--- config.mk ---
export PLATFORM = sky130hd
export DESIGN_NAME = adc_scan_seq
export DESIGN_NICKNAME = d
export VERILOG_FILES = /design/src/rtl/adc_scan_pkg.sv /design/src/rtl/adc_scan_pick.sv /design/src/rtl/adc_scan_results.sv /design/src/rtl/adc_scan_seq.sv
export SDC_FILE = /design/constraint.sdc
export NUM_CORES = 1
export LEC_CHECK = 0
export BUFFER_PORTS_ARGS = -buffer_cell sky130_fd_sc_hd__buf_4
export CAP_MARGIN = 20
export CORE_MARGIN = 5
export CORE_UTILIZATION = 45
export DETAILED_ROUTE_END_ITERATION = 16
export GPL_TIMING_DRIVEN = 1
export PLACE_DENSITY_LB_ADDON = 0.08
export SYNTH_ARGS = -nofsm -noshare
export SYNTH_HDL_FRONTEND = slang
export SYNTH_HIERARCHICAL = 1
export SYNTH_SLANG_ARGS = --single-unit
--- constraint.sdc ---
create_clock -name clk -period 4.4 [get_ports clk]
set_input_delay 0.88 -clock clk [delete_from_list [all_inputs] [get_ports clk]]
set_output_delay 0.88 -clock clk [all_outputs]
set_load 0.005 [all_outputs]
--- src/rtl/adc_scan_pkg.sv ---
package adc_scan_pkg;
    typedef enum logic [1:0] {
        S_IDLE   = 2'd0,
        S_SETTLE = 2'd1,
        S_START  = 2'd2,
        S_WAIT   = 2'd3
    } scan_state_e;
endpackage

--- src/rtl/adc_scan_pick.sv ---
module adc_scan_pick #(
    parameter int NUM_CH = 8,
    localparam int CH_W  = $clog2(NUM_CH)
) (
    input  logic [NUM_CH-1:0] mask,
    input  logic [CH_W:0]     lo,
    output logic              found,
    output logic [CH_W-1:0]   idx
);
    // Lowest set mask bit at or above index lo.
    always_comb begin
        found = 1'b0;
        idx   = '0;
        for (int i = NUM_CH - 1; i >= 0; i--) begin
            if (mask[i] && ((CH_W+1)'(i) >= lo)) begin
                found = 1'b1;
                idx   = CH_W'(i);
            end
        end
    end
endmodule

--- src/rtl/adc_scan_results.sv ---
module adc_scan_results #(
    parameter int NUM_CH = 8,
    parameter int DATA_W = 12,
    localparam int CH_W  = $clog2(NUM_CH)
) (
    input  logic                     clk,
    input  logic                     rst_n,
    input  logic                     wr_en,
    input  logic [CH_W-1:0]          wr_idx,
    input  logic [DATA_W-1:0]        wr_data,
    output logic [NUM_CH*DATA_W-1:0] res_flat
);
    for (genvar g = 0; g < NUM_CH; g++) begin : g_slot
        logic [DATA_W-1:0] slot_q;
        always_ff @(posedge clk or negedge rst_n) begin
            if (!rst_n)
                slot_q <= '0;
            else if (wr_en && (wr_idx == CH_W'(g)))
                slot_q <= wr_data;
        end
        assign res_flat[g*DATA_W +: DATA_W] = slot_q;
    end
endmodule

--- src/rtl/adc_scan_seq.sv ---
module adc_scan_seq
    import adc_scan_pkg::*;
#(
    parameter int NUM_CH   = 8,
    parameter int DATA_W   = 12,
    parameter int ACC_W    = 16,
    parameter int MAX_LOG2 = 4,
    localparam int CH_W    = $clog2(NUM_CH),
    localparam int AVG_W   = $clog2(MAX_LOG2 + 1),
    localparam int CNT_W   = (MAX_LOG2 < 1) ? 1 : MAX_LOG2
) (
    input  logic                     clk,
    input  logic                     rst_n,
    input  logic [NUM_CH-1:0]        cfg_ch_en,
    input  logic [AVG_W-1:0]         cfg_avg_log2,
    input  logic                     cfg_start,
    input  logic                     cfg_continuous,
    output logic [CH_W-1:0]          mux_sel,
    output logic                     conv_start,
    input  logic                     conv_done,
    input  logic [DATA_W-1:0]        conv_data,
    output logic [NUM_CH*DATA_W-1:0] res_flat,
    output logic                     done_flag,
    output logic                     busy
);
    typedef struct packed {
        scan_state_e       st;
        logic [CH_W-1:0]   ch;
        logic [NUM_CH-1:0] en;
        logic [AVG_W-1:0]  avg;
        logic [CNT_W-1:0]  cnt;
        logic [ACC_W-1:0]  acc;
        logic              done;
    } seq_t;

    seq_t s_q, s_d;

    logic              first_found, next_found;
    logic [CH_W-1:0]   first_idx, next_idx;
    logic [AVG_W-1:0]  avg_eff;
    logic [ACC_W:0]    sum_wide;
    logic [ACC_W-1:0]  sum, mean;
    logic              last_sample;
    logic              wr_en;
    logic [DATA_W-1:0] wr_data;

    adc_scan_pick #(.NUM_CH(NUM_CH)) u_first (
        .mask (cfg_ch_en),
        .lo   ('0),
        .found(first_found),
        .idx  (first_idx)
    );

    adc_scan_pick #(.NUM_CH(NUM_CH)) u_next (
        .mask (s_q.en),
        .lo   ({1'b0, s_q.ch} + (CH_W+1)'(1)),
        .found(next_found),
        .idx  (next_idx)
    );

    adc_scan_results #(.NUM_CH(NUM_CH), .DATA_W(DATA_W)) u_res (
        .clk     (clk),
        .rst_n   (rst_n),
        .wr_en   (wr_en),
        .wr_idx  (s_q.ch),
        .wr_data (wr_data),
        .res_flat(res_flat)
    );

    assign avg_eff     = (cfg_avg_log2 > AVG_W'(MAX_LOG2)) ? AVG_W'(MAX_LOG2) : cfg_avg_log2;
    assign sum_wide    = {1'b0, s_q.acc} + (ACC_W+1)'(conv_data);
    assign sum         = sum_wide[ACC_W-1:0];
    assign mean        = sum >> s_q.avg;
    assign last_sample = (s_q.cnt == CNT_W'((32'd1 << s_q.avg) - 32'd1));

    always_comb begin
        s_d     = s_q;
        wr_en   = 1'b0;
        wr_data = mean[DATA_W-1:0];
        unique case (s_q.st)
            S_IDLE: begin
                if (cfg_start) begin
                    if (first_found) begin
                        s_d.done = 1'b0;
                        s_d.st   = S_SETTLE;
                        s_d.ch   = first_idx;
                        s_d.en   = cfg_ch_en;
                        s_d.avg  = avg_eff;
                        s_d.cnt  = '0;
                        s_d.acc  = '0;
                    end else begin
                        s_d.done = 1'b1;
                    end
                end
            end
            S_SETTLE: s_d.st = S_START;
            S_START:  s_d.st = S_WAIT;
            S_WAIT: begin
                if (conv_done) begin
                    if (!last_sample) begin
                        s_d.cnt = s_q.cnt + CNT_W'(1);
                        s_d.acc = sum;
                        s_d.st  = S_START;
                    end else begin
                        wr_en   = 1'b1;
                        s_d.cnt = '0;
                        s_d.acc = '0;
                        if (next_found) begin
                            s_d.ch = next_idx;
                            s_d.st = S_SETTLE;
                        end else begin
                            s_d.done = 1'b1;
                            if (cfg_continuous && first_found) begin
                                s_d.st  = S_SETTLE;
                                s_d.ch  = first_idx;
                                s_d.en  = cfg_ch_en;
                                s_d.avg = avg_eff;
                            end else begin
                                s_d.st = S_IDLE;
                            end
                        end
                    end
                end
            end
            default: s_d.st = S_IDLE;
        endcase
    end

    always_ff @(posedge clk or negedge rst_n) begin
        if (!rst_n) begin
            s_q <= '{st: S_IDLE, default: '0};
        end else begin
            s_q <= s_d;
        end
    end

    assign mux_sel    = s_q.ch;
    assign conv_start = (s_q.st == S_START);
    assign done_flag  = s_q.done;
    assign busy       = (s_q.st != S_IDLE);

    // Mux must have been steady for the cycle before each request
    assert_settle_R2: assert property (@(posedge clk) disable iff (!rst_n)
        conv_start |-> $stable(mux_sel));

    // Single-cycle request pulse
    assert_pulse_R2: assert property (@(posedge clk) disable iff (!rst_n)
        conv_start |=> !conv_start);

    // Requests only for channels captured as enabled
    assert_mux_enabled_R1: assert property (@(posedge clk) disable iff (!rst_n)
        conv_start |-> s_q.en[mux_sel]);

    // The search for the next channel only moves upward to an enabled bit
    assert_next_up_R1: assert property (@(posedge clk) disable iff (!rst_n)
        next_found |-> (s_q.en[next_idx] && (next_idx > s_q.ch)));

    // Accumulator never carries out
    assert_acc_no_overflow_R3: assert property (@(posedge clk) disable iff (!rst_n)
        (s_q.st == S_WAIT && conv_done) |-> !sum_wide[ACC_W]);

    // Completion flag is sticky until an accepted start
    assert_done_sticky_R5: assert property (@(posedge clk) disable iff (!rst_n)
        (done_flag && !(cfg_start && !busy)) |=> done_flag);

    // Empty mask completes immediately without a scan
    assert_zero_mask_R7: assert property (@(posedge clk) disable iff (!rst_n)
        (!busy && cfg_start && (cfg_ch_en == '0)) |=> (done_flag && !busy));
endmodule

==> Word-level counts from Yosys, hierarchy flattened <==
Index checks and enable logic that the tools add are counted.
{ "totals": {"wordCells": 125, "regBits": 133, "inputBits": 28} }
{ "classes": {"reduce_logical": 26, "order_cmp": 9, "add_sub_neg": 4, "eq_ne": 18, "mux": 51, "shifts": 2} }
{ "ops": {"columns": ["op", "count"], "rows": [
  ["$mux W37", 2],
  ["$pmux W35 S2", 1],
  ["$mux W3", 17],
  ["$mux W36", 1],
  ["$mux W14", 2],
  ["$mux W1", 23],
  ["$mux W20", 1],
  ["$logic_and A1 B1 Y1", 17],
  ["$add A16 B12 Y16", 1],
  ["$ge A3 B4 Y1 const A", 4],
  ["$shr A16 B3 Y12", 1],
  ["$eq A3 B3 Y1 const B", 4],
  ["$ne A2 B2 Y1 const B", 6],
  ["$mux W11", 1],
  ["$ge A1 B4 Y1 const A", 2],
  ["$ge A2 B4 Y1 const A", 2],
  ["$pmux W2 S4", 1],
  ["$reduce_and A7 Y1", 1],
  ["$eq A3 B2 Y1 const B", 2],
  ["$reduce_and A6 Y1", 1],
  ["$reduce_and A5 Y1", 1],
  ["$add A3 B1 Y4 const B", 1],
  ["$add A4 B1 Y4 const B", 1],
  ["$eq A2 B2 Y1 const B", 2],
  ["other kinds (14)", 15]
]} }

==> Depth between registers and ports, before layout <==
Gate-level depths: netlist of run 1.
{ "logic_depth": {"ltp_word": 15, "depth_mapped": 15} }

==> Modules after synthesis <==
Netlist of run 1, hierarchy kept.
{ "modules_own_cells": {"columns": ["mod", "cells_per_inst", "area_each_um2", "instances"], "rows": [
  ["adc_scan_results", 208, 3659.8, 1],
  ["adc_scan_seq", 320, 2867.8, 1],
  ["adc_scan_pick", 38, 236.5, 2]
]} }

==> Least setup slack after synthesis of run 1 <==
No wires, ideal clock.
{ "synth_timing": {"kind": "input -> register", "from": "input conv_data[0]", "to": "register u_res.g_slot[0].slot_q[6]", "path_slack_ns": 0.973, "setup_time_ns": 0.125, "t_arrival_ns": 3.303, "path_stages": 12, "path_buffers": 0, "required_ns": 4.275, "path_cell_list": "ha_1 > inv_1 > fa_1 > nor2b_4 > o31a_1 > o211ai_1 > o21bai_1 > xnor2_1 > o22ai_1 > a311o_1 > mux2_2 > mux2_2"} }
{ "synth_between": {"elab_chain_cells": 2} }
{ "synth_lines": {"columns": ["element", "line_no", "rtl"], "rows": [
  ["from (decl)", "adc_scan_seq.sv:21", "input logic [DATA_W-1:0] conv_data,"],
  ["$add A16 B12 Y16", "adc_scan_seq.sv:71", "assign sum_wide = {1'b0, s_q.acc} + (ACC_W+1)'(conv_data);"],
  ["$shr A16 B3 Y12", "adc_scan_seq.sv:73", "assign mean = sum >> s_q.avg;"],
  ["net mean[6]", "adc_scan_seq.sv:42", "logic [ACC_W-1:0] sum, mean;"],
  ["to (signal assigned)", "adc_scan_results.sv:19", "slot_q <= wr_data;"],
  ["to (decl)", "adc_scan_results.sv:14", "logic [DATA_W-1:0] slot_q;"]
]} }
The timed path passes the listed nets, and every way through them passes these cells.
A chain may end at the register's enable or synchronous reset.

==> Final worst setup path of run 1 <==
{ "layout_timing": {"from": "register s_q[21] in the netlist's numbering", "to": "register u_res.g_slot[0].slot_q[2]"} }
{ "layout_between": {"elab_chain_cells": 7, "elab_cells_between_ends": 8, "classes_between": "add/sub: 1; eq/ne: 1; shift: 2; mux: 3; reduce/logical: 1"} }
{ "layout_lines": {"columns": ["element", "line_no", "rtl"], "rows": [
  ["from (decl)", "adc_scan_seq.sv:36", "seq_t s_q, s_d;"],
  ["from (signal assigned)", "adc_scan_seq.sv:131", "s_q <= '{st: S_IDLE, default: '0};"],
  ["from (signal assigned)", "adc_scan_seq.sv:133", "s_q <= s_d;"],
  ["$shl A1 B3 Y4", "adc_scan_seq.sv:74", "assign last_sample = (s_q.cnt == CNT_W'((32'd1 << s_q.avg) - 32'd1));"],
  ["$sub A4 B1 Y4", "adc_scan_seq.sv:74", null],
  ["$eq A4 B4 Y1", "adc_scan_seq.sv:74", null],
  ["$mux W1", "adc_scan_seq.sv:100", "if (!last_sample) begin"],
  ["$mux W1", "adc_scan_seq.sv:99", "if (conv_done) begin"],
  ["$mux W1", "adc_scan_seq.sv:80", "unique case (s_q.st)"],
  ["net wr_en", "adc_scan_seq.sv:44", "logic wr_en;"],
  ["$logic_and A1 B1 Y1", "adc_scan_results.sv:18", "else if (wr_en && (wr_idx == CH_W'(g)))"]
]} }
The timed path passes the listed nets, and every way through them passes these cells.

==> summary.md, run 1 <==
| Metric | Value |
|---|---|
| Share of cells above drive strength 1 | `39.8%` |
| Post-synthesis sequential area ratio | `47.5%` |
| Yosys warns | `6` |
| Hold Crit Class | `in2async` |
| Die width | `135 um` |
| Global route overflow | `0` |
| Critical Path Sink Type | `flop` |
| GR met3 Demand/Resource | `4.84%` |
| Critical Path Start Type | `flop` |
| Io pins | `130` |
| Post-synthesis mux area share | `about a fifth` |
| RSZ-0062 raised after global routing | `false` |
| Post-route ant nets | `0` |
| Fin Clk Skew | `0.00687 ns` |
| GRT Max-Usage Layer | `met2` |
| Syn Inst Count | `604` |
| Total negative setup slack | `0 ns` |
| Top cell by count, worst path | `buf_4` |
| Post-synthesis compound-gate area fraction | `13.3%` |
| Inst Count DP | `between 900 and 1000` |
| Routed via count | `5177` |
| DR iter-0 viols | `just under 300` |
| M2 GR Usage | `32.9%` |
| # port buffers | `roughly 130` |
| Final std cells w/o fill | `968` |
| Ys async rst share | `100%` |
| Core ar. | `15300 um2` |
| Status | `complete, no violations` |
| Minimum clock period | `3.66 ns` |
| Synth Register Bits | `133` |
| CTS tree | `done` |
| Initial antenna violation count | `0` |
| Post-synth EDFFs | `0` |
| First-pass GRT wire length | `about 28000 um` |
| Clock root buffer | `clkbuf_16` |
| Post-CTS Setup Repair Bufs | `0` |
| Fmax | `273 MHz` |
| Synthesis-to-finish area growth | `25.1%` |
| Worst hold slack | `0.476 ns` |
| Residual DRC count | `0` |
| Cts bufs inserted | `17` |
| Final WL | `about 18000 um` |
| Final hold viol count | `0` |
| Multi-input logic area | `3450 um2` |
| Reg area | `3330 um2` |
| Synth Cell Area | `7000 um2` |
| Critical-path top delay cell | `dfrtp_1` |
| Critical path type | `reg2reg` |
| Htree depth | `4` |
| Main flop type after synthesis | `dfrtp_1` |
| Die area | `about 18000 um2` |
| Final setup violation count | `0` |
| Tightest Pin Transition | `0.751 ns` |
| Initial core utilization | `45.9%` |
| Fillers | `1313` |
| M1 GR Usage | `25.0%` |
| Antenna fix cells | `0` |
| Post-DP HPWL | `12600 um` |
| Longest Clk Path Bufs | `2` |
| Die Height | `135 um` |
| Relative slew slack | `49.9%` |
| Required @ worst endpoint | `4.70 ns` |
| Post-CTS Hold Fix Bufs | `0` |
| Routability cong. | `0.845` |
| CTS resizes | `0` |
| Largest family of logic cells by synthesized area | `multiplexers` |
| Worst-path fanout max | `18` |
| Post-Synth Simple-Gate Area | `9.67%` |
| Clock Sink Count | `133` |
| Crit-path max cell delay | `0.71 ns` |
| Vias in the first global route | `5201` |
| VDD IR max | `395 uV` |
| R2r startpoint | `s_q[21]` |
| Crit-path cells | `inv_2 > nor3_1 > inv_1 > ha_1 > xnor2_1 > nand3b_1 > a31oi_1 > nand3_1 > nor2_1 > buf_4 > nor4b_4 > buf_4 > mux2_2` |
| GRT Total Usage | `approximately 19%` |
| Post-synthesis xor/xnor area fraction | `2.23%` |
| Leakage | `4.33 nW` |
| Final period util | `83.3%` |
| Worst-Skew Late Latency | `0.42 ns` |
| Drt via density | `5.35` |
| Synth unique cells | `63` |
| Worst Setup SP | `s_q[21]` |
| Cell area power density | `763 nW/um2` |
| Nets@finish | `788` |
| Synth Area in Adders | `under 10%` |
| Routed WL per cell | `~18 um` |
| Largest net degree at the start of global routing | `just under 70` |
| Worst-path clk slew | `0.06 ns` |
| Max-cap violations | `0` |
| Synthesized area per cell | `~12 um2` |
| Cell Rows | `45` |
| 1st-pass router iterations | `4` |
| Worst EP arrival | `3.96 ns` |
| Pins Over Slew Limit | `0` |
==> Yosys cell counts, types with 3 or more instances <==
| master | instances | area share, % |
|---|---|---|
| a2111oi_0 | 3 | 0.38 |
| a211oi_1 | 7 | 0.75 |
| a21o_1 | 8 | 0.86 |
| a21oi_1 | 28 | 2.0 |
| a221o_1 | 4 | 0.57 |
| a22o_1 | 8 | 1.0 |
| a2bb2oi_1 | 4 | 0.50 |
| a31oi_1 | 4 | 0.36 |
| and3_1 | 6 | 0.54 |
| and4bb_4 | 3 | 0.70 |
| buf_2 | 4 | 0.29 |
| buf_4 | 8 | 0.86 |
| buf_6 | 7 | 1.1 |
| clkbuf_1 | 12 | 0.64 |
| dfrtp_1 | 133 | 48 |
| ha_1 | 15 | 2.7 |
| inv_1 | 16 | 0.86 |
| mux2_2 | 113 | 18 |
| mux2i_1 | 11 | 1.6 |
| nand2_1 | 37 | 2.0 |
| nand2b_1 | 12 | 1.1 |
| nand3_1 | 7 | 0.50 |
| nand4_1 | 4 | 0.36 |
| nand4b_1 | 3 | 0.38 |
| nor2_1 | 34 | 1.8 |
| nor2b_1 | 3 | 0.27 |
| nor3_1 | 5 | 0.36 |
| o211ai_1 | 7 | 0.75 |
| o21a_1 | 7 | 0.75 |
| o21ai_0 | 27 | 1.9 |
| o21ai_1 | 4 | 0.29 |
| o21bai_1 | 4 | 0.43 |
| o31a_1 | 3 | 0.38 |
| o31ai_1 | 3 | 0.32 |
| xnor2_1 | 8 | 1.0 |
| xor2_1 | 8 | 1.0 |
==> layout make-up <==
class / instances / share of cell area (%)
clock buffers: 20 / 5.22
clock inverters: 12 / 1.63
inverters: 17 / 0.729
multi-input cells: 436 / 39.4
flip-flops and latches: 133 / 38.0
well taps: 211 / 3.02
repair buffers: 139 / 12.0
==> path summary, 6_finish.rpt <==
kind / cells after the start / slack, ns / to
min in group clk: 2 / 0.49 / s_q[12]
max: 13 / 0.74 / u_res/g_slot[0].slot_q[2]
min reg2reg: 2 / 0.49 / s_q[12]
max reg2reg: 13 / 0.74 / u_res/g_slot[0].slot_q[2]
min: 1 / 0.48 / s_q[8]
max in group asynchronous: 2 / 3.01 / u_res/g_slot[5].slot_q[2]
==> per-layer routing <==
layer / share of wire [%] / up-vias / routed length [um]
met1: 44 / 2578 / 7800
met2: 50 / 109 / 8720
met5: 0 / - / 0
met3: 4.5 / 17 / 782
met4: 1.3 / 0 / 231
li1: - / 2473 / -
==> cells by family (layout without fill, tap and decap cells) <==
logic type | Yosys count | count (layout)
AOI/OAI and AO/OA | 136 | 136
DFF | 133 | 133
muxes | 126 | 126
and+or+nand+nor | 126 | 126
buffers and inverters | 49 | 188
xor gates and xnor gates | 17 | 17
adders and majority gates | 16 | 16
other | 1 | 15
==> power by group <==
| part | leakage [nW] | internal [mW] | switching (mW) |
|---|---|---|---|
| Clock | 0.292 | 0.876 | 0.565 |
| Sequential | 1.77 | 1.67 | 0.412 |
| Combinational | 2.27 | 1.51 | 1.65 |
| Total | 4.33 | 4.05 | 2.63 |
==> through the flow <==
step | instance area [um2] | total power, mW | util (%) | setup WS (ns)
global placement | 8160 | 5.18 | 53.5 | 0.666
global route | 8760 | 7.14 | 57.4 | 0.501
finish | 8760 | 6.68 | 57.4 | 0.736
CTS | 8760 | 6.73 | 57.4 | 0.769
detailed placement | 8160 | 5.27 | 53.5 | 0.603
floorplan | 7050 | 4.07 | - | 0.973
==> registers in the layout (all words and copies together) (netlist names) <==
register,count
done_flag,1
mux_sel,3
s_q,33
u_res/g_slot.slot_q,96
==> critical path: cells and delay by family, from the launching register on <==
family	cells	cell delay, ns
muxes	1	0.36
buffers and inverters	4	0.81
adders and majority gates	1	0.21
and+or+nand+nor	5	1.04
DFF	1	0.71
AOI/OAI and AO/OA	1	0.24
xor gates and xnor gates	1	0.15
==> cell usage in the layout (no fill, tap or decap), types with 5 or more instances in the layout <==
cell and n:
a22o_1 8, inv_1 16, inv_6 5, o211ai_1 7, nand3_1 7, a21oi_1 28
o21a_1 7, nand2b_1 12, a211oi_1 7, o21ai_0 27, and3_1 6, xor2_1 8
conb_1 15, nand2_1 37, buf_4 138, dfrtp_1 133, clkbuf_16 17, ha_1 15
a21o_1 8, mux2_2 113, xnor2_1 8, nor2_1 34, mux2i_1 11, nor3_1 5
Power figures use the tool's default switching activity.
==> run 2: changes to the inputs <==
clock period = 2.99 ns   (was 4.4 ns; I/O delays follow)
==> run 2 against run 1 <==
The flow now finishes with violations (negative setup slack). Wire length up 7.5%. Count of clock-buffer cells in the layout fell by 1. Sequential power rose by 42%. Worst setup slack got worse by 0.74 ns. Total power up 68%. Sequential cell count stayed put. Via count is 4.9% higher. Register-to-register slack lost 0.74 ns. Die area unchanged. Critical path type unchanged.
==> summary.md, run 2 (synthesized netlist as in run 1, its figures left out) <==
| Metric | Value |
|---|---|
| Pins Over Slew Limit | `0 (unchanged)` |
| Global route overflow | `0 (unchanged)` |
| DR iter-0 viols | `224 (-24%)` |
| Uppermost routed layer | `met4` |
| Routed WL per cell | `18.4 um (+1.3%)` |
| Worst EP arrival | `3.30 ns (-0.66 ns)` |
| Met1 Wirelength | `8570 um (+9.8%)` |
| Multi-input logic area | `3740 um2 (+8.3%)` |
| Worst-path fanout max | `8 (-10)` |
| CTS tree | `done` |
| Worst r2r dst | `u_res/g_slot[3].slot_q[11]` |
| # port buffers | `129 (unchanged)` |
| Core ar. | `15300 um2 (unchanged)` |
| First-pass GRT wire length | `30000 um (+7.3%)` |
| Final setup margin | `-0.00692 ns (-0.743 ns)` |
| Clock Sink Count | `133 (unchanged)` |
| Failing checks | `negative setup slack` |
| 1st-pass router iterations | `4 (unchanged)` |
| Clock share of power | `19.3% (-2.3 points)` |
| Top cell by count, worst path | `mux2_4` |
| Antenna fix cells | `0 (unchanged)` |
| Inst Count DP | `985 (+5.2%)` |
| Final hold viol count | `0 (unchanged)` |
| Cell area power density | `1180 nW/um2 (+54%)` |
| Die width | `135 um (unchanged)` |
| R2r startpoint | `s_q[1]` |
| Crit-path max cell delay | `0.40 ns (-0.31 ns)` |
| Post-CTS Hold Fix Bufs | `0 (unchanged)` |
| Final std cells w/o fill | `1027 (+6.1%)` |
| Critical-path top delay cell | `dfrtp_1` |
| Drt via density | `5.29 (-1.1%)` |
| Post-route ant nets | `0 (unchanged)` |
| Routed via count | `5430 (+4.9%)` |
| Hold Crit Class | `in2async` |
| Leakage | `4.74 nW (+9.4%)` |
| WL met2 | `9160 um (+5.0%)` |
| Synthesis-to-finish area growth | `36.1%` |
| RSZ-0062 raised after global routing | `true` |
| Post-DP HPWL | `13500 um (+6.9%)` |
| Fmax | `334 MHz (+22%)` |
| Psw | `4.28 mW (+63%)` |
| Internal Pwr Total | `6.94 mW (+71%)` |
| Die area | `18200 um2 (unchanged)` |
| Htree depth | `4 (unchanged)` |
| Cts bufs inserted | `17 (unchanged)` |
| Critical Path Start Type | `flop` |
| Logic pwr share | `54.3% (+7.0 points)` |
| Most frequent cells in the layout | `buf_4, dfrtp_1, mux2_2` |
| Initial antenna violation count | `0 (unchanged)` |
| Reg area | `3330 um2 (about the same)` |
| Routability cong. | `0.856 (+1.3%)` |
| Share of cells above drive strength 1 | `46.9% (+7.2 points)` |
| Io pins | `130 (unchanged)` |
| Worst-path clk slew | `0.06 ns (about the same)` |
| Residual DRC count | `0 (unchanged)` |
| VDD IR max | `651 uV (+65%)` |
| Crit-path cells | `ha_4 > inv_2 > fa_2 > nor2b_4 > o31a_1 > o21a_1 > a32o_2 > xnor2_2 > mux2i_1 > mux2_4 > mux2_4 > mux2_4` |
| Longest Clk Path Bufs | `2 (unchanged)` |
| GRT Total Usage | `20.8% (+1.3 points)` |
| Final WL | `18800 um (+7.5%)` |
| Nets@finish | `847 (+7.5%)` |
| Fillers | `1226 (-6.6%)` |
| Status | `finished, violations left` |
| Final setup violation count | `4 (+4)` |
| Worst-Skew Late Latency | `0.42 ns (about the same)` |
| Largest Register | `u_res/g_slot.slot_q` |
| Most common cell after layout, fill and taps aside | `buf_4` |
| Critical path type | `reg2reg` |
| Die Height | `135 um (unchanged)` |
| Vias in the first global route | `5788 (+11%)` |
| Worst hold slack | `0.189 ns (-0.287 ns)` |
| Max-cap violations | `0 (unchanged)` |
| Max FFs per register | `96 (unchanged)` |
| Minimum clock period | `3.00 ns (-0.667 ns)` |
| Pwr Total | `11.2 mW (+68%)` |
| Critical Path Sink Type | `flop` |
| Sw frac | `38.2% (-1.2 points)` |
| Clock root buffer | `clkbuf_16` |
| Relative slew slack | `55.0% (+5.1 points)` |
| Worst Reg-to-Reg Cells | `12 (-1)` |
| Largest net degree at the start of global routing | `70 (+1.4%)` |
| Cell Rows | `45 (unchanged)` |
| Seq pwr share | `26.4% (-4.7 points)` |
| Initial core utilization | `45.9% (unchanged)` |
| Tightest Pin Transition | `0.675 ns (-0.0758 ns)` |
| Required @ worst endpoint | `3.29 ns (-1.41 ns)` |
| Fin Clk Skew | `0.0116 ns (+0.00469 ns)` |
| Final period util | `100% (+17 points)` |
| Reg2Reg Setup Slack | `-0.007 ns (-0.74 ns)` |
| Final core utilization | `62.5% (+5.1 points)` |
| Met3 WL post-DR | `875 um (+12%)` |
-- run 2: worst max path at each step --
stage,startpoint,to,slack [ns],cells after the start
finish,s_q[1],u_res/g_slot[3].slot_q[11],-0.007,12
global route,s_q[1],u_res/g_slot[0].slot_q[1],-0.13,13
CTS,s_q[1],u_res/g_slot[3].slot_q[11],-0.02,12
detailed placement,conv_data[10],u_res/g_slot[4].slot_q[10],-0.43,10
global placement,conv_data[10],u_res/g_slot[4].slot_q[10],-0.32,10
floorplan,conv_data[0],u_res/g_slot[3].slot_q[11],-0.06,12
-- run 2: final cells by class --
cell class | instances | share of cell area, %
Timing Repair Buffer | 197 | 16.0
Clock buffer | 19 | 4.65
Clock inverter | 13 | 1.77
Sequential cell | 133 | 34.9
Multi-Input combinational cell | 437 | 39.3
Inverter | 17 | 0.670
Tap cell | 211 | 2.77
-- run 2: critical path: cells and delay by family, from the launching register on --
kind / cells / cell delay [ns]
multiplexers: 4 / 1.03
XOR/XNOR: 1 / 0.16
flip-flops: 1 / 0.40
AO/OA/AOI/OAI: 3 / 0.81
adder cells (fa/ha/maj): 2 / 0.39
AND/OR/NAND/NOR: 1 / 0.05
buffers and inverters: 1 / 0.05
-- run 2: what timing repair did --
item,in CTS,in global routing
gates cloned,0,1
gates resized for setup,5,43
setup endpoints to repair,48,110
buffers inserted,4,7
pin swaps,4,10
-- run 2: routing by layer --
layer	up-vias	GRT usage [%]
li1	2584	-
met1	2706	27.2
met2	121	34.7
met3	19	5.03
met4	0	6.11
met5	-	0
-- run 2: power groups by stage --
stage	logic [mW]	clock network [mW]	registers [mW]
after CTS	5.71	2.21	2.94
after detailed placement	5.62	0	2.96
after global routing	6.63	2.29	3.04
after global placement	5.48	0	2.94
final	6.09	2.17	2.96
after floorplan	3.23	0	2.89
-- run 2: through the flow --
step,TNS [ns],cell area [um2],setup WS (ns)
CTS,-0.108,9310,-0.0195
finish,-0.0112,9530,-0.00692
floorplan,-0.950,7140,-0.0581
global route,-4.11,9530,-0.126
detailed placement,-29.85,8650,-0.430
global placement,-22.78,8650,-0.317
==> run 3: changes to the inputs <==
BUFFER_PORTS_ARGS = -buffer_cell sky130_fd_sc_hd__clkbuf_2   (was -buffer_cell sky130_fd_sc_hd__buf_4)
==> run 3 against run 2 <==
The flow still finishes with violations (negative setup slack). Total power down 4.0%. Non-clock buffer count is 4 higher. Design area shrank 3.9%. Sequential power about the same. Global-route usage down 0.11 points. Via count increased by 1.6%. Clock skew is essentially flat. Critical path depth down 3. Worst setup slack got worse by 0.096 ns. Sequential cell count unchanged. Register-to-register slack got worse by 0.096 ns. Wire length is 0.85% lower. Critical path type unchanged. Largest cell class unchanged. Highest routed layer unchanged.
==> summary.md, run 3 (synthesized netlist as in run 1, its figures left out) <==
| Metric | Value |
|---|---|
| Status | `finished, violations left` |
| Failing checks | `negative setup slack` |
| Residual DRC count | `0 (unchanged)` |
| Post-CTS Hold Fix Bufs | `0 (unchanged)` |
| Largest Register | `u_res/g_slot.slot_q` |
| Worst EP arrival | `3.38 ns (+0.08 ns)` |
| Fillers | `1270 (+3.6%)` |
| Worst Setup EP | `u_res/g_slot[3].slot_q[6]` |
| Routed WL per cell | `18.2 um (-1.0%)` |
| Minimum clock period | `3.09 ns (+0.0956 ns)` |
| Inst Count DP | `989 (+0.41%)` |
| Final WL | `18700 um (-0.85%)` |
| Final hold viol count | `0 (unchanged)` |
| Fmax | `323 MHz (-3.1%)` |
| First-pass GRT wire length | `29700 um (-1.1%)` |
| Final setup margin | `-0.102 ns (-0.0956 ns)` |
| 1st-pass router iterations | `4 (unchanged)` |
| Pwr Total | `10.8 mW (-4.0%)` |
| Worst-path clk slew | `0.06 ns (about the same)` |
| Crit-path max cell delay | `0.51 ns (+0.11 ns)` |
| Core ar. | `15300 um2 (unchanged)` |
| Required @ worst endpoint | `3.28 ns (about the same)` |
| Most frequent cells in the layout | `dfrtp_1, clkbuf_2, mux2_2` |
| Worst Reg-to-Reg Cells | `9 (-3)` |
| Max FFs per register | `96 (unchanged)` |
| Initial core utilization | `45.9% (unchanged)` |
| Critical Path Start Type | `flop` |
| Share of cells above drive strength 1 | `46.6% (-0.36 points)` |
| Critical-path top delay cell | `a2111oi_1` |
| Reg2Reg Setup Slack | `-0.10 ns (-0.10 ns)` |
| Relative slew slack | `46.1% (-8.9 points)` |
| Io pins | `130 (unchanged)` |
| Pins Over Slew Limit | `0 (unchanged)` |
| Most common cell after layout, fill and taps aside | `dfrtp_1` |
| Routability cong. | `0.896 (+4.8%)` |
| Max-cap violations | `0 (unchanged)` |
| Die Height | `135 um (unchanged)` |
| Routed via count | `5515 (+1.6%)` |
| Final std cells w/o fill | `1029 (+0.19%)` |
| Nets@finish | `850 (+0.35%)` |
| Post-route cell area | `9160 um2 (-3.9%)` |
| Fin Clk Skew | `0.0120 ns (+0.000403 ns)` |
| Longest Clk Path Bufs | `2 (unchanged)` |
| Worst hold slack | `0.112 ns (-0.0766 ns)` |
| Htree depth | `4 (unchanged)` |
| Global route overflow | `0 (unchanged)` |
| Top cell by count, worst path | `mux2_4` |
| GRT Total Usage | `20.7% (-0.11 points)` |
| Clock Sink Count | `133 (unchanged)` |
| Tightest Pin Transition | `0.805 ns (+0.130 ns)` |
| Worst-path fanout max | `8 (unchanged)` |
| Vias in the first global route | `5707 (-1.4%)` |
| # port buffers | `129 (unchanged)` |
| Post-DP HPWL | `13400 um (-0.51%)` |
| Clock root buffer | `clkbuf_16` |
| Largest net degree at the start of global routing | `63 (-10%)` |
| Dpl cell area | `8360 um2 (-3.4%)` |
| Crit-path cells | `ha_1 > inv_1 > and3_1 > a2111oi_1 > o211ai_1 > buf_4 > a311o_1 > mux2_4 > mux2_4` |
| DR iter-0 viols | `267 (+19%)` |
| Antenna fix cells | `0 (unchanged)` |
| Die width | `135 um (unchanged)` |
| Initial antenna violation count | `0 (unchanged)` |
| Hold Crit Class | `in2async` |
| Worst r2r dst | `u_res/g_slot[3].slot_q[6]` |
| Leakage | `4.65 nW (-1.9%)` |
| Post-route ant nets | `0 (unchanged)` |
| Critical Path Sink Type | `flop` |
| Synthesis-to-finish area growth | `30.8%` |
| RSZ-0062 raised after global routing | `true` |
| Final period util | `103% (+3.2 points)` |
| Die area | `18200 um2 (unchanged)` |
| Worst Setup SP | `s_q[11]` |
| Drt via density | `5.36 (+1.4%)` |
| VDD IR max | `546 uV (-16%)` |
| Worst-Skew Late Latency | `0.41 ns (about the same)` |
| Cell area power density | `1180 nW/um2 (about the same)` |
| Cell Rows | `45 (unchanged)` |
| Total negative setup slack | `-1.38 ns (-1.37 ns)` |
| CTS tree | `done` |
| Final setup violation count | `32 (+28)` |
| R2r startpoint | `s_q[11]` |
| Critical path type | `reg2reg` |
| Cts bufs inserted | `17 (unchanged)` |
[run 3: changes by cell type in the layout (fill, tap and decap cells not counted), sizes merged]
cell and change:
buf -124, inv -1, clkbuf +126, clkinv +1
o21ai -1, clkinvlp +1
[run 3: area by class of cell]
class / instances / area (um2) / share of cell area, %
Tap cell: 211 / 264 / 2.88
Multi-Input combinational cell: 436 / 3670 / 40.1
Clock buffer: 17 / 425 / 4.65
Clock inverter: 14 / 176 / 1.93
Sequential cell: 133 / 3330 / 36.3
Timing Repair Buffer: 201 / 1230 / 13.4
Inverter: 17 / 63.8 / 0.697
[run 3: worst min-delay path by stage]
stage | from | endpoint | slack [ns] | cells past startpoint
final | rst_n | s_q[10] | 0.11 | 1
after global routing | rst_n | s_q[10] | 0.14 | 1
after CTS | rst_n | s_q[10] | 0.12 | 1
after detailed placement | s_q[10] | s_q[10] | 0.48 | 2
after global placement | s_q[8] | s_q[8] | 0.47 | 2
after floorplan | rst_n | done_flag | 0.30 | 0
[run 3: power by group]
part / total (mW) / internal (mW) / switching [mW] / leakage [nW]
Clock: 2.13 / 1.32 / 0.813 / 0.290
Combinational: 5.71 / 2.81 / 2.90 / 2.59
Sequential: 2.94 / 2.46 / 0.477 / 1.77
[run 3: metrics by stage]
step | worst slack, ns | utilization [%]
detailed placement | -0.373 | 54.8
finish | -0.102 | 60.0
CTS | -0.0218 | 58.9
floorplan | -0.0581 | -
global route | -0.137 | 60.0
global placement | -0.309 | 54.8
[run 3: layer usage]
layer  track usage (%)  vias to the layer above  wire [um]
li1                  -                     2596          -
met3              4.99                       17        847
met1              27.7                     2762       8550
met5                 0                        -          0
met4              6.00                        0        255
met2              33.7                      140       9040
[run 3: timing repair]
action                                  CTS  global route
hold endpoints to repair                  0             0
setup buffers                             4             5
pin swaps                                 3             7
resized for setup                         3            30
endpoints found under the setup margin   66           100
[run 3: critical path, delay by kind of cell (launching register included)]
family | cells | cell delay, ns
fa+ha+maj | 1 | 0.36
mux | 2 | 0.60
flops | 1 | 0.39
compound gates | 3 | 1.13
simple gates | 1 | 0.19
buf+inv | 2 | 0.30
